===== src/rtl/sar_host_pkg.sv =====
package sar_host_pkg;

    localparam int CODE_W      = 16;
    localparam int CONV_PULSES = 17;
    localparam int FIRST_CAP   = 2;

    typedef enum logic [2:0] {
        ST_IDLE,
        ST_ACQ,
        ST_HOLD,
        ST_BURST,
        ST_WAITB,
        ST_CALP
    } seq_state_t;

    typedef struct packed {
        logic rise;
        logic fall;
        logic last_rise;
        logic done;
    } burst_evt_t;

    function automatic int imax(input int a, input int b);
        return (a > b) ? a : b;
    endfunction

    function automatic int bits_for(input int v);
        return (v > 1) ? $clog2(v + 1) : 1;
    endfunction

endpackage


===== src/rtl/sar_burst_gen.sv =====
module sar_burst_gen
    import sar_host_pkg::*;
#(
    parameter int HALF_CYC = 4,
    parameter int CNT_W    = 17
) (
    input  logic             clk,
    input  logic             rst,
    input  logic             go_i,
    input  logic             abort_i,
    input  logic [CNT_W-1:0] count_i,
    output logic             sclk_o,
    output logic [CNT_W-1:0] idx_o,
    output burst_evt_t       evt_o
);
    localparam int HW = bits_for(HALF_CYC);

    logic             running;
    logic             clk_q;
    logic [HW-1:0]    hcnt;
    logic [CNT_W-1:0] pidx;
    logic [CNT_W-1:0] cnt_q;
    logic             half_end;

    assign half_end = running && (hcnt == HW'(HALF_CYC - 1));
    assign sclk_o   = clk_q;
    assign idx_o    = pidx;

    always_comb begin
        evt_o.fall      = half_end && clk_q;
        evt_o.rise      = half_end && !clk_q && (pidx != cnt_q);
        evt_o.last_rise = half_end && !clk_q && ((pidx + CNT_W'(1)) == cnt_q);
        evt_o.done      = half_end && !clk_q && (pidx == cnt_q);
    end

    always_ff @(posedge clk) begin
        if (rst || abort_i) begin
            running <= 1'b0;
            clk_q   <= 1'b0;
            hcnt    <= '0;
            pidx    <= '0;
            cnt_q   <= '0;
        end else if (go_i) begin
            running <= 1'b1;
            clk_q   <= 1'b1;
            hcnt    <= '0;
            pidx    <= CNT_W'(1);
            cnt_q   <= count_i;
        end else if (running) begin
            if (half_end) begin
                hcnt <= '0;
                if (clk_q) begin
                    clk_q <= 1'b0;
                end else if (pidx == cnt_q) begin
                    running <= 1'b0;
                end else begin
                    clk_q <= 1'b1;
                    pidx  <= pidx + CNT_W'(1);
                end
            end else begin
                hcnt <= hcnt + HW'(1);
            end
        end
    end

endmodule


===== src/rtl/sar_shift_cap.sv =====
module sar_shift_cap
    import sar_host_pkg::*;
#(
    parameter int OUT_W = 32,
    parameter int CNT_W = 17
) (
    input  logic             clk,
    input  logic             rst,
    input  logic             cap_en_i,
    input  logic             fall_i,
    input  logic [CNT_W-1:0] idx_i,
    input  logic             sdata_i,
    output logic [OUT_W-1:0] result_o,
    output logic             valid_o
);
    logic [CODE_W-2:0] sh;
    logic [CODE_W-1:0] word;
    logic              take;
    logic              last;

    assign word = {sh, sdata_i};
    assign take = cap_en_i && fall_i && (idx_i >= CNT_W'(FIRST_CAP));
    assign last = take && (idx_i == CNT_W'(CONV_PULSES));

    always_ff @(posedge clk) begin
        if (rst) begin
            sh       <= '0;
            result_o <= '0;
            valid_o  <= 1'b0;
        end else begin
            valid_o <= last;
            if (take) begin
                sh <= word[CODE_W-2:0];
            end
            if (last) begin
                result_o <= {{(OUT_W - CODE_W){word[CODE_W-1]}}, word};
            end
        end
    end

endmodule


===== src/rtl/sar_seq_fsm.sv =====
module sar_seq_fsm
    import sar_host_pkg::*;
#(
    parameter int SAMPLE_CYC = 200,
    parameter int HOLD_CYC   = 50,
    parameter int CALHI_CYC  = 10,
    parameter int WDOG_CYC   = 4096,
    parameter int CAL_CLKS   = 85532,
    parameter int CNT_W      = 17
) (
    input  logic             clk,
    input  logic             rst,
    input  logic             start_i,
    input  logic             cal_i,
    input  logic             cont_i,
    input  logic             busy_i,
    input  burst_evt_t       evt_i,
    output logic             sample_o,
    output logic             cal_o,
    output logic             go_o,
    output logic             abort_o,
    output logic [CNT_W-1:0] count_o,
    output logic             cal_mode_o,
    output logic             ready_o,
    output logic             timeout_o
);
    localparam int CW  = bits_for(imax(imax(SAMPLE_CYC, HOLD_CYC), CALHI_CYC));
    localparam int WDW = bits_for(WDOG_CYC);

    seq_state_t     state;
    logic [CW-1:0]  cnt;
    logic [WDW-1:0] wd;
    logic           cal_mode;
    logic           wd_on;
    logic           wd_hit;

    assign wd_on   = ((state == ST_WAITB) || (state == ST_ACQ)) && busy_i;
    assign wd_hit  = wd_on && (wd == WDW'(WDOG_CYC - 1));
    assign go_o    = (state == ST_HOLD) && (cnt == CW'(HOLD_CYC - 1)) && !cal_i;
    assign abort_o = cal_i;
    assign count_o = cal_mode ? CNT_W'(CAL_CLKS) : CNT_W'(CONV_PULSES);
    assign cal_mode_o = cal_mode;
    assign ready_o = (state == ST_IDLE);

    always_ff @(posedge clk) begin
        if (rst) begin
            state     <= ST_IDLE;
            cnt       <= '0;
            wd        <= '0;
            cal_mode  <= 1'b0;
            sample_o  <= 1'b0;
            cal_o     <= 1'b0;
            timeout_o <= 1'b0;
        end else begin
            timeout_o <= 1'b0;
            wd        <= wd_on ? wd + WDW'(1) : '0;
            if (cal_i) begin
                state    <= ST_CALP;
                cnt      <= '0;
                wd       <= '0;
                cal_mode <= 1'b1;
                cal_o    <= 1'b1;
                sample_o <= 1'b0;
            end else if (wd_hit) begin
                state     <= ST_IDLE;
                wd        <= '0;
                sample_o  <= 1'b0;
                timeout_o <= 1'b1;
            end else begin
                unique case (state)
                    ST_IDLE: begin
                        if (start_i) begin
                            state    <= ST_ACQ;
                            cnt      <= '0;
                            cal_mode <= 1'b0;
                            sample_o <= 1'b1;
                        end
                    end
                    ST_ACQ: begin
                        if (!busy_i) begin
                            if (cnt == CW'(SAMPLE_CYC - 1)) begin
                                state    <= ST_HOLD;
                                cnt      <= '0;
                                sample_o <= 1'b0;
                            end else begin
                                cnt <= cnt + CW'(1);
                            end
                        end
                    end
                    ST_HOLD: begin
                        if (cnt == CW'(HOLD_CYC - 1)) begin
                            state <= ST_BURST;
                            cnt   <= '0;
                        end else begin
                            cnt <= cnt + CW'(1);
                        end
                    end
                    ST_BURST: begin
                        if (evt_i.last_rise && cont_i && !cal_mode) begin
                            state    <= ST_ACQ;
                            cnt      <= '0;
                            sample_o <= 1'b1;
                        end else if (evt_i.done) begin
                            state <= ST_WAITB;
                        end
                    end
                    ST_WAITB: begin
                        if (!busy_i) begin
                            state    <= ST_IDLE;
                            cal_mode <= 1'b0;
                        end
                    end
                    ST_CALP: begin
                        if (cnt == CW'(CALHI_CYC - 1)) begin
                            state <= ST_HOLD;
                            cnt   <= '0;
                            cal_o <= 1'b0;
                        end else begin
                            cnt <= cnt + CW'(1);
                        end
                    end
                    default: state <= ST_IDLE;
                endcase
            end
        end
    end

endmodule


===== src/rtl/sar_host_ctrl.sv =====
module sar_host_ctrl
    import sar_host_pkg::*;
#(
    parameter int OUT_W      = 32,
    parameter int HALF_CYC   = 4,
    parameter int SAMPLE_CYC = 200,
    parameter int SLOW_CYC   = 20,
    parameter int FCD_CYC    = 50,
    parameter int CALHI_CYC  = 10,
    parameter int CAL_CLKS   = 85532,
    parameter int WDOG_CYC   = 4096
) (
    input  logic             clk,
    input  logic             rst,
    input  logic             start_i,
    input  logic             cal_i,
    input  logic             cont_i,
    output logic [OUT_W-1:0] result_o,
    output logic             valid_o,
    output logic             ready_o,
    output logic             timeout_o,
    output logic             adc_sample_o,
    output logic             adc_clk_o,
    output logic             adc_cal_o,
    input  logic             adc_busy_i,
    input  logic             adc_sdata_i
);
    localparam int HOLD_CYC = imax(SLOW_CYC, FCD_CYC);
    localparam int CNT_W    = bits_for(imax(CAL_CLKS, CONV_PULSES));

    burst_evt_t       evt;
    logic             go;
    logic             abort;
    logic             cal_mode;
    logic [CNT_W-1:0] count;
    logic [CNT_W-1:0] idx;

    sar_seq_fsm #(
        .SAMPLE_CYC (SAMPLE_CYC),
        .HOLD_CYC   (HOLD_CYC),
        .CALHI_CYC  (CALHI_CYC),
        .WDOG_CYC   (WDOG_CYC),
        .CAL_CLKS   (CAL_CLKS),
        .CNT_W      (CNT_W)
    ) seq_i (
        .clk        (clk),
        .rst        (rst),
        .start_i    (start_i),
        .cal_i      (cal_i),
        .cont_i     (cont_i),
        .busy_i     (adc_busy_i),
        .evt_i      (evt),
        .sample_o   (adc_sample_o),
        .cal_o      (adc_cal_o),
        .go_o       (go),
        .abort_o    (abort),
        .count_o    (count),
        .cal_mode_o (cal_mode),
        .ready_o    (ready_o),
        .timeout_o  (timeout_o)
    );

    sar_burst_gen #(
        .HALF_CYC (HALF_CYC),
        .CNT_W    (CNT_W)
    ) burst_i (
        .clk     (clk),
        .rst     (rst),
        .go_i    (go),
        .abort_i (abort),
        .count_i (count),
        .sclk_o  (adc_clk_o),
        .idx_o   (idx),
        .evt_o   (evt)
    );

    sar_shift_cap #(
        .OUT_W (OUT_W),
        .CNT_W (CNT_W)
    ) cap_i (
        .clk      (clk),
        .rst      (rst),
        .cap_en_i (!cal_mode),
        .fall_i   (evt.fall),
        .idx_i    (idx),
        .sdata_i  (adc_sdata_i),
        .result_o (result_o),
        .valid_o  (valid_o)
    );

endmodule


===== config.mk =====
export PLATFORM = sky130hd
export DESIGN_NAME = sar_host_ctrl
export DESIGN_NICKNAME = d
export VERILOG_FILES = /design/src/rtl/sar_host_pkg.sv /design/src/rtl/sar_burst_gen.sv /design/src/rtl/sar_shift_cap.sv /design/src/rtl/sar_seq_fsm.sv /design/src/rtl/sar_host_ctrl.sv
export SDC_FILE = /design/constraint.sdc
export NUM_CORES = 1
export LEC_CHECK = 0
export BUFFER_PORTS_ARGS = -buffer_cell sky130_fd_sc_hd__buf_2
export CORE_ASPECT_RATIO = 0.6
export CORE_MARGIN = 2
export CORE_UTILIZATION = 52
export CTS_BUF_LIST = sky130_fd_sc_hd__clkbuf_4 sky130_fd_sc_hd__clkbuf_8
export DETAILED_ROUTE_END_ITERATION = 10
export GPL_ROUTABILITY_DRIVEN = 1
export GPL_TIMING_DRIVEN = 0
export PLACE_DENSITY_LB_ADDON = 0.2
export RECOVER_POWER = 100
export SLEW_MARGIN = 20
export SYNTH_ARGS = -nofsm -noshare
export SYNTH_HDL_FRONTEND = slang
export SYNTH_SLANG_ARGS = --single-unit

===== constraint.sdc =====
create_clock -name clk -period 3.2 [get_ports clk]
set_input_delay 0.48 -clock clk [delete_from_list [all_inputs] [get_ports clk]]
set_output_delay 0.48 -clock clk [all_outputs]
set_load 0.03 [all_outputs]

Yosys cells after proc, flatten, opt, wreduce, memory -nomap -nowiden
Index checks and enable logic that the tools add are counted.
{"block": "op_classes", "add_sub_neg": 4, "reduce_logical": 40, "n_eq_ne": 33, "n_bitwise": 4, "n_lt_le_gt_ge": 1, "mux": 49}
{"operator": "$mux W8", "count": 6}
{"operator": "$pmux W8 S5", "count": 1}
{"operator": "$eq A17 B17 Y1", "count": 2}
{"operator": "$mux W3", "count": 11}
{"operator": "$mux W1", "count": 27}
{"operator": "$ne A4 B3 Y1 const B", "count": 5}
{"operator": "$pmux W3 S6", "count": 1}
{"operator": "$add A17 B1 Y17 const B", "count": 1}
{"operator": "$eq A17 B5 Y1 const B", "count": 1}
{"operator": "$ge A17 B2 Y1 const B", "count": 1}
{"operator": "$mux W17", "count": 1}
{"operator": "$logic_and A1 B1 Y1", "count": 14}
{"operator": "$reduce_and A7 Y1", "count": 2}
{"operator": "$add A13 B1 Y13 const B", "count": 1}
{"operator": "$eq A13 B12 Y1 const B", "count": 1}
{"operator": "$ne A2 B2 Y1 const B", "count": 6}
{"operator": "$reduce_and A4 Y1", "count": 3}
{"operator": "$reduce_and A5 Y1", "count": 2}
{"operator": "$eq A3 B2 Y1 const B", "count": 3}
{"operator": "$add A8 B1 Y8 const B", "count": 1}
{"operator": "$eq A8 B4 Y1 const B", "count": 1}
{"operator": "$eq A8 B6 Y1 const B", "count": 1}
{"operator": "$eq A8 B8 Y1 const B", "count": 1}
{"operator": "$ne A2 B1 Y1 const B", "count": 4}
{"operator": "other kinds (21)", "count": 34}
{"block": "word_totals", "output_inout_bits": 38, "regBits": 99, "inputBits": 7}

Depth between registers and ports, before layout
Gate-level depths: netlist (run 1).
{"block": "logic_depth", "word_depth": 10, "mapped_depth": 10, "mapped_depth_nobuf": 10}

By module
From an unflattened synthesis (run 1), not the netlist that was laid out.
{"block": "hier_totals", "cells_unflattened": 622, "hier_area_um2": 5331.4}
{"module": "sar_burst_gen", "cells_per_inst": 259, "n_inst": 1, "area_per_inst_um2": 2210.9}
{"module": "sar_seq_fsm", "cells_per_inst": 216, "n_inst": 1, "area_per_inst_um2": 1702.9}
{"module": "sar_shift_cap", "cells_per_inst": 146, "n_inst": 1, "area_per_inst_um2": 1413.9}
{"module": "sar_host_ctrl", "cells_per_inst": 1, "n_inst": 1, "area_per_inst_um2": 3.8}

Worst setup path after synthesis (run 1)
OpenSTA, ideal clock, no wires.
{"block": "synth_timing", "kind": "flip-flop to flip-flop", "start": "register burst_i.pidx[0] (netlist: burst_i.idx_o[0])", "end": "register seq_i.cnt[1]", "period_less_slack_ns": 2.337, "required_ns": 3.129, "setup_ns": 0.071, "stages_incl_launch_ff": 11, "arrival_ns": 2.266, "setup_slack_ns": 0.863, "path_cell_list": "dfxtp_1 > ha_1 > clkbuf_1 > nand3_1 > xor2_1 > o22ai_1 > a21oi_1 > nor4_2 > a21oi_2 > or3_1 > a21oi_1"}
{"block": "synth_via", "elab_chain_len": 7}
{"item": "start, declared", "line_no": "sar_burst_gen.sv:21", "text": "logic [CNT_W-1:0] pidx;"}
{"item": "start signal, assigned", "line_no": "sar_burst_gen.sv:58", "text": "pidx <= pidx + CNT_W'(1);"}
{"item": "$add A17 B1 Y17", "line_no": "sar_burst_gen.sv:32", "text": "evt_o.last_rise = half_end && !clk_q && ((pidx + CNT_W'(1)) == cnt_q);"}
{"item": "$eq A17 B17 Y1", "line_no": "sar_burst_gen.sv:32"}
{"item": "$logic_and A1 B1 Y1", "line_no": "sar_burst_gen.sv:32"}
{"item": "$logic_and A1 B1 Y1 (2 in series)", "line_no": "sar_seq_fsm.sv:99", "text": "if (evt_i.last_rise && cont_i && !cal_mode) begin"}
{"item": "$ne A2 B1 Y1 (no source line)"}
{"item": "$reduce_and A5 Y1 (no source line)"}
{"item": "end signal, assigned", "line_no": "sar_seq_fsm.sv:86", "text": "cnt <= cnt + CW'(1);"}
{"item": "end signal, assigned", "line_no": "sar_seq_fsm.sv:95", "text": "cnt <= cnt + CW'(1);"}
{"item": "end signal, assigned", "line_no": "sar_seq_fsm.sv:119", "text": "cnt <= cnt + CW'(1);"}
{"item": "end, declared", "line_no": "sar_seq_fsm.sv:31", "text": "logic [CW-1:0] cnt;"}
No other way between the ends.
A chain may end at the register's enable or synchronous reset.

Worst setup path after layout (run 1)
Ends and elaborated chain as after synthesis.

==> flow_summary.ini, run 1 <==
[cts]
htree_levels = 3
cts.path.max_buffers = 2
cts_resized = 0
hold_buffers = 0
cts_setup_buffers = 0
clock_sinks = 85
root_buffer = clkbuf_8
clk_latency_ns = 0.37
cts_made_buffers = 9
cts_tree = built
clkTransAtPathRegs_ns = 0.09

[timing]
fin_skew_ns = 0.0165
tns_ns = 0
final-max-slew-violation-count = 0
fin_crit_ns = 3.03
finalCritPeriodShare_pct = 94.7
max_slew_margin_pct = 46.5
setup_viol = 0
hold_violations = 0
rsz0062_at_grt = no
fmax_mhz = 330
worstMarginPinSlew_ns = 0.798

[critical_path]
r2r-start = burst_i.idx_o[0]$_SDFFE_PP0P_
crit_chain = ha_1, clkbuf_1, and4_1, o211ai_1, a21boi_0, nand4_1, nor4_1, a21oi_1, or3_1, a21oi_1
worstPathMaxFanout = 10
slowest_delay_ns = 0.48
cp_common_cell = a21oi_1
critPathLaunchType = flip-flop
arrival_ns = 3.31
cp-startpoint = burst_i.idx_o[0]$_SDFFE_PP0P_
cp-end-kind = flip-flop
critical_path.slowest_cell = dfxtp_1
worstPathRequired_ns = 3.48
crit_type = reg2reg

[global_routing]
grt_max_degree = 19
overflow = 0
met1_usage_pct = 31.7
antenna_found_initial = 0
grt_busiest_layer = met2
grt_pass1_wl_mm = 15.8
grt.total_usage_pct = 22.4
use_met3_pct = 8.71
use_met2_pct = 32.0
grt_pass1_vias = 3211

[layout]
n_antenna_cell = 0
postLayoutCoreUtil_pct = 61.0
fin_nets = 583
final_cell_count_no_fill = 682
drive_gt1_share_pct = 12.4
fillers = 698
area_delta_synth_final_pct = 12.1

[route]
drtAntennaViolNets = 0
drtPass1Iterations = 5
wl_per_cell_um = 14.4
via_per_inst = 5.49
drt-initial-drc-count = 329
via_count = 3742
drc = 0
wl_mm = 9.83

[power_and_ir_drop]
total_power_uw = 2010
peakVddDrop_uv = 255
leakagePower_uw = 0.00207
p_per_area_nw_per_um2 = 413

[status]
outcome = completed

[logic_synthesis]
synthDistinctLibCells = 54
synth_area_per_cell_um2 = 8.42
synth.net_count = 529
yosys_warnings = 0
synth_cells = 515
synth_seq_cells = 85
seq_area_frac_synth_pct = 39.2
synthFlopType = dfxtp_1
ys_async_sr_fraction_pct = 0
synth_edf_count = 0
netlist_area_um2 = 4340

[floorplanning]
core_region_area_um2 = 7980
start_util_pct = 54.4
die-area_um2 = 9110
rows = 25
dieHeight_um = 74.7
io_pins = 45
die_w_um = 122

[place]
dp_cells = 666
io_buffers = 43
gp_congestion = 0.938
hpwl_mm = 7.19

[worst_hold_path]
hold_path_class = in2reg
hp-start = adc_sdata_i

[flow_run]
maxCapViolations = 0
[through the flow]
stage	hold slack (ns)	instance area, um^2	worst slack (ns)
detailed placement	0.429	4690	0.356
finish	0.373	4860	0.169
global route	0.412	4860	0.00776
global placement	0.420	4690	0.354
floorplan	0.410	4340	0.863
CTS	0.359	4900	0.335
[cells in the mapped netlist, types with 3 or more instances]
cell      number  area [um^2]
xor2_1        20          175
clkbuf_1      16         60.1
o21ai_0       12         60.1
or3_1          8         50.1
nor2_1        94          353
mux2i_1       34          340
nand2_1       27          101
buf_1          3         11.3
nor4_1         3         18.8
nor3b_1        6         45.0
and3_1         9         56.3
buf_4         16          120
and4_1         6         52.6
buf_2          7         35.0
a211oi_1       3         22.5
nand2b_1       9         56.3
inv_1         13         48.8
a31oi_1        9         56.3
xnor2_1       15          131
nor3_1        13         65.1
nand3b_1       4         30.0
nand3_1       24          120
ha_1           7         87.6
a21oi_1       22          110
dfxtp_1       85         1700
nand4_1        9         56.3
[registers in the layout, summed over array words and instances, names as in the netlist, 3 cells and up]
register	cells
seq_i.cnt	8
seq_i.state	3
burst_i.cnt_q	3
burst_i.hcnt	3
seq_i.wd	13
cap_i.result_o	16
cap_i.sh	15
burst_i.idx_o	17
[layout make-up]
| type | instances | area, um^2 | share of cell area (%) |
|---|---|---|---|
| Multi-Input combinational cell | 374 | 2340 | 48.2 |
| Sequential cell | 85 | 1700 | 35.0 |
| Buffer | 43 | 230 | 4.73 |
| Timing Repair Buffer | 43 | 188 | 3.86 |
| Clock buffer | 12 | 159 | 3.27 |
| Tap cell | 108 | 135 | 2.78 |
| Clock inverter | 4 | 55.1 | 1.13 |
| Inverter | 13 | 48.8 | 1.00 |
[routing by layer]
layer,routed length (um),part of all wire [%],up-vias
met5,0,0,-
met4,102,1.0,0
met3,992,10,10
met2,3880,40,159
met1,4850,49,1693
li1,-,-,1880
[cells by family after synthesis]
kind of cell             share of synthesized area, %
multiplexers                                     7.85
adder cells (fa/ha/maj)                          2.02
buffers and inverters                            6.46
AND/OR/NAND/NOR                                  28.2
flip-flops                                       39.2
XOR/XNOR                                         7.07
AO/OA/AOI/OAI                                    9.18
[power by group]
group / internal, uW / switching, uW
Combinational: 42.5 / 91.6
Sequential: 1060 / 8.03
Clock: 416 / 387
[final timing paths]
path | slack [ns] | end | depth (start not counted)
setup / recovery | 0.17 | seq_i.cnt[1]$_SDFFE_PP0P_ | 10
hold / removal | 0.37 | cap_i.result_o[0]$_SDFFE_PP0P_ | 3
setup reg to reg | 0.17 | seq_i.cnt[1]$_SDFFE_PP0P_ | 10
hold reg to reg | 0.44 | burst_i.hcnt[2]$_SDFFE_PP0P_ | 2
[worst max-delay path, delay by kind of cell (launching register included)]
family	cells	cell delay, ns
AOI/OAI and AO/OA	4	0.76
buffers and inverters	1	0.33
and+or+nand+nor	4	1.13
adders and majority gates	1	0.23
DFF	1	0.48
[layout by cell type (no fill, tap or decap), types with 3 or more instances in the layout]
| cell | count |
|---|---|
| xor2_1 | 20 |
| nand3_1 | 24 |
| clkbuf_4 | 17 |
| nor2_1 | 94 |
| or3_1 | 8 |
| ha_1 | 7 |
| o21ai_0 | 12 |
| buf_2 | 26 |
| dfxtp_1 | 85 |
| inv_1 | 13 |
| nand3b_1 | 4 |
| and4_1 | 6 |
| mux2i_1 | 34 |
| nor3_1 | 13 |
| a31oi_1 | 9 |
| nand2_1 | 27 |
| a211oi_1 | 3 |
| nor3b_1 | 6 |
| and3_1 | 9 |
| xnor2_1 | 15 |
| a21oi_1 | 23 |
| clkbuf_8 | 11 |
| nor4_1 | 4 |
| clkbuf_1 | 40 |
| nand4_1 | 9 |
| nand2b_1 | 9 |
(Power assumes the default switching activity.)
==> inputs of run 2 (changes only) <==
==> constraint.sdc (replaced) <==
create_clock -name clk -period 3.3 [get_ports clk]
set_input_delay 0.495 -clock clk [delete_from_list [all_inputs] [get_ports clk]]
set_output_delay 0.495 -clock clk [all_outputs]
set_load 0.03 [all_outputs]
==> flow_summary.ini, run 2 (synthesis results as in run 1) <==
[flow_run]
maxCapViolations = 0

[cts]
clock_sinks = 85
cts_resized = 0
cts_tree = built
cts_setup_buffers = 0
clk_latency_ns = 0.37
clkTransAtPathRegs_ns = 0.09
htree_levels = 3
root_buffer = clkbuf_8
cts_made_buffers = 9
hold_buffers = 0
cts.path.max_buffers = 2

[critical_path]
worstPathRequired_ns = 3.54
cp-startpoint = burst_i.idx_o[11]$_SDFFE_PP0P_
cp-end-kind = flip-flop
r2r_slack_ns = 0.22
worstPathMaxFanout = 10
crit_chain = clkbuf_1, nor4_1, nand2_1, o31ai_1, clkbuf_2, mux2i_1, nor2_1
critical_path.slowest_cell = o31ai_1
critPathLaunchType = flip-flop
slowest_delay_ns = 1.02
arrival_ns = 3.32
cp-endpoint = cap_i.sh[11]$_SDFFE_PP0P_
r2r.worst_path.cells = 7
r2r-start = burst_i.idx_o[11]$_SDFFE_PP0P_
r2r-end = cap_i.sh[11]$_SDFFE_PP0P_
crit_type = reg2reg

[layout]
fin_nets = 583
final_common_cell = nor2_1
layout_common_cells = nor2_1, dfxtp_1, clkbuf_1, mux2i_1, nand2_1
area_delta_synth_final_pct = 12.0
n_antenna_cell = 0
postLayoutCoreUtil_pct = 60.9
largest_reg_flops = 17
drive_gt1_share_pct = 12.2

[timing]
hold_violations = 0
tns_ns = 0
fin_skew_ns = 0.0142
rsz0062_at_grt = no
fin_crit_ns = 3.08
finalCritPeriodShare_pct = 93.3
worstMarginPinSlew_ns = 1.20
setup_viol = 0
max_slew_margin_pct = 19.2
fmax_mhz = 325
final-max-slew-violation-count = 0

[route]
drt-initial-drc-count = 291
drtAntennaViolNets = 0
wl_per_cell_um = 14.4
drtPass1Iterations = 6
via_count = 3755
wl_mm = 9.82
drc = 0
via_per_inst = 5.51

[place]
gp_congestion = 0.938
hpwl_mm = 7.19
io_buffers = 43

[floorplanning]
die-area_um2 = 9110
core_region_area_um2 = 7980
die_w_um = 122
dieHeight_um = 74.7
start_util_pct = 54.4
rows = 25
io_pins = 45

[global_routing]
grt_max_degree = 19
grt_pass1_wl_mm = 15.8
grt_pass1_vias = 3211
overflow = 0
antenna_found_initial = 0
grt.total_usage_pct = 22.4

[power_and_ir_drop]
leakagePower_uw = 0.00208
internal-power_uw = 1480
pwr-share-clk_pct = 40.0
p_switching_uw = 472
p_per_area_nw_per_um2 = 401
seq_power_share_pct = 53.4
peakVddDrop_uv = 247
switching_share_pct = 24.2
comb_power_share_pct = 6.7

[status]
outcome = completed

[worst_hold_path]
hold_path_class = in2reg
run 2: critical path: cells and delay by family (launching register included):
kind	cells	cell delay (ns)
compound gates	1	1.02
buf+inv	2	0.70
flops	1	0.32
mux	1	0.25
simple gates	3	0.65
run 2: per-stage QoR:
stage | area [um^2] | instances | hold slack [ns] | setup slack, ns | power, uW
floorplan | 4340 | 515 | 0.410 | 0.963 | 1160
global placement | 4690 | 666 | 0.420 | 0.454 | 1190
detailed placement | 4690 | 666 | 0.429 | 0.456 | 1190
CTS | 4900 | 682 | 0.374 | 0.435 | 1970
global route | 4860 | 682 | 0.427 | 0.0579 | 2030
finish | 4860 | 682 | 0.387 | 0.220 | 1950
run 2: area by class of cell:
class	instances	area, um^2
multi-input cells	374	2340
inverters	13	48.8
repair buffers	43	188
plain buffers	43	230
well taps	108	135
flip-flops and latches	85	1700
fillers	699	3120
clock inverters	4	55.1
clock buffers	12	159
run 2: worst min path at each step:
stage,startpoint,end,cells past startpoint
2_1_floorplan,burst_i.hcnt[2]$_SDFFE_PP0P_,burst_i.hcnt[2]$_SDFFE_PP0P_,2
4_1_cts,adc_sdata_i,cap_i.result_o[0]$_SDFFE_PP0P_,3
3_5_place_dp,burst_i.hcnt[2]$_SDFFE_PP0P_,burst_i.hcnt[2]$_SDFFE_PP0P_,2
5_1_grt,adc_sdata_i,cap_i.result_o[0]$_SDFFE_PP0P_,3
6_report,adc_sdata_i,cap_i.result_o[0]$_SDFFE_PP0P_,3
3_3_place_gp,burst_i.hcnt[2]$_SDFFE_PP0P_,burst_i.hcnt[2]$_SDFFE_PP0P_,2
run 2: power groups by stage:
stage               Sequential [uW]  Combinational (uW)  Clock, uW
floorplan                      1060                92.7          0
global placement               1060                 127          0
detailed placement             1060                 129          0
CTS                            1040                 131        795
global route                   1040                 146        837
finish                         1040                 130        779
run 2: metal layers:
layer	share of wire, %	GRT usage [%]
met1	50	31.7
met3	9.4	8.71
met5	0	0
met2	40	32.0
met4	1.0	6.13
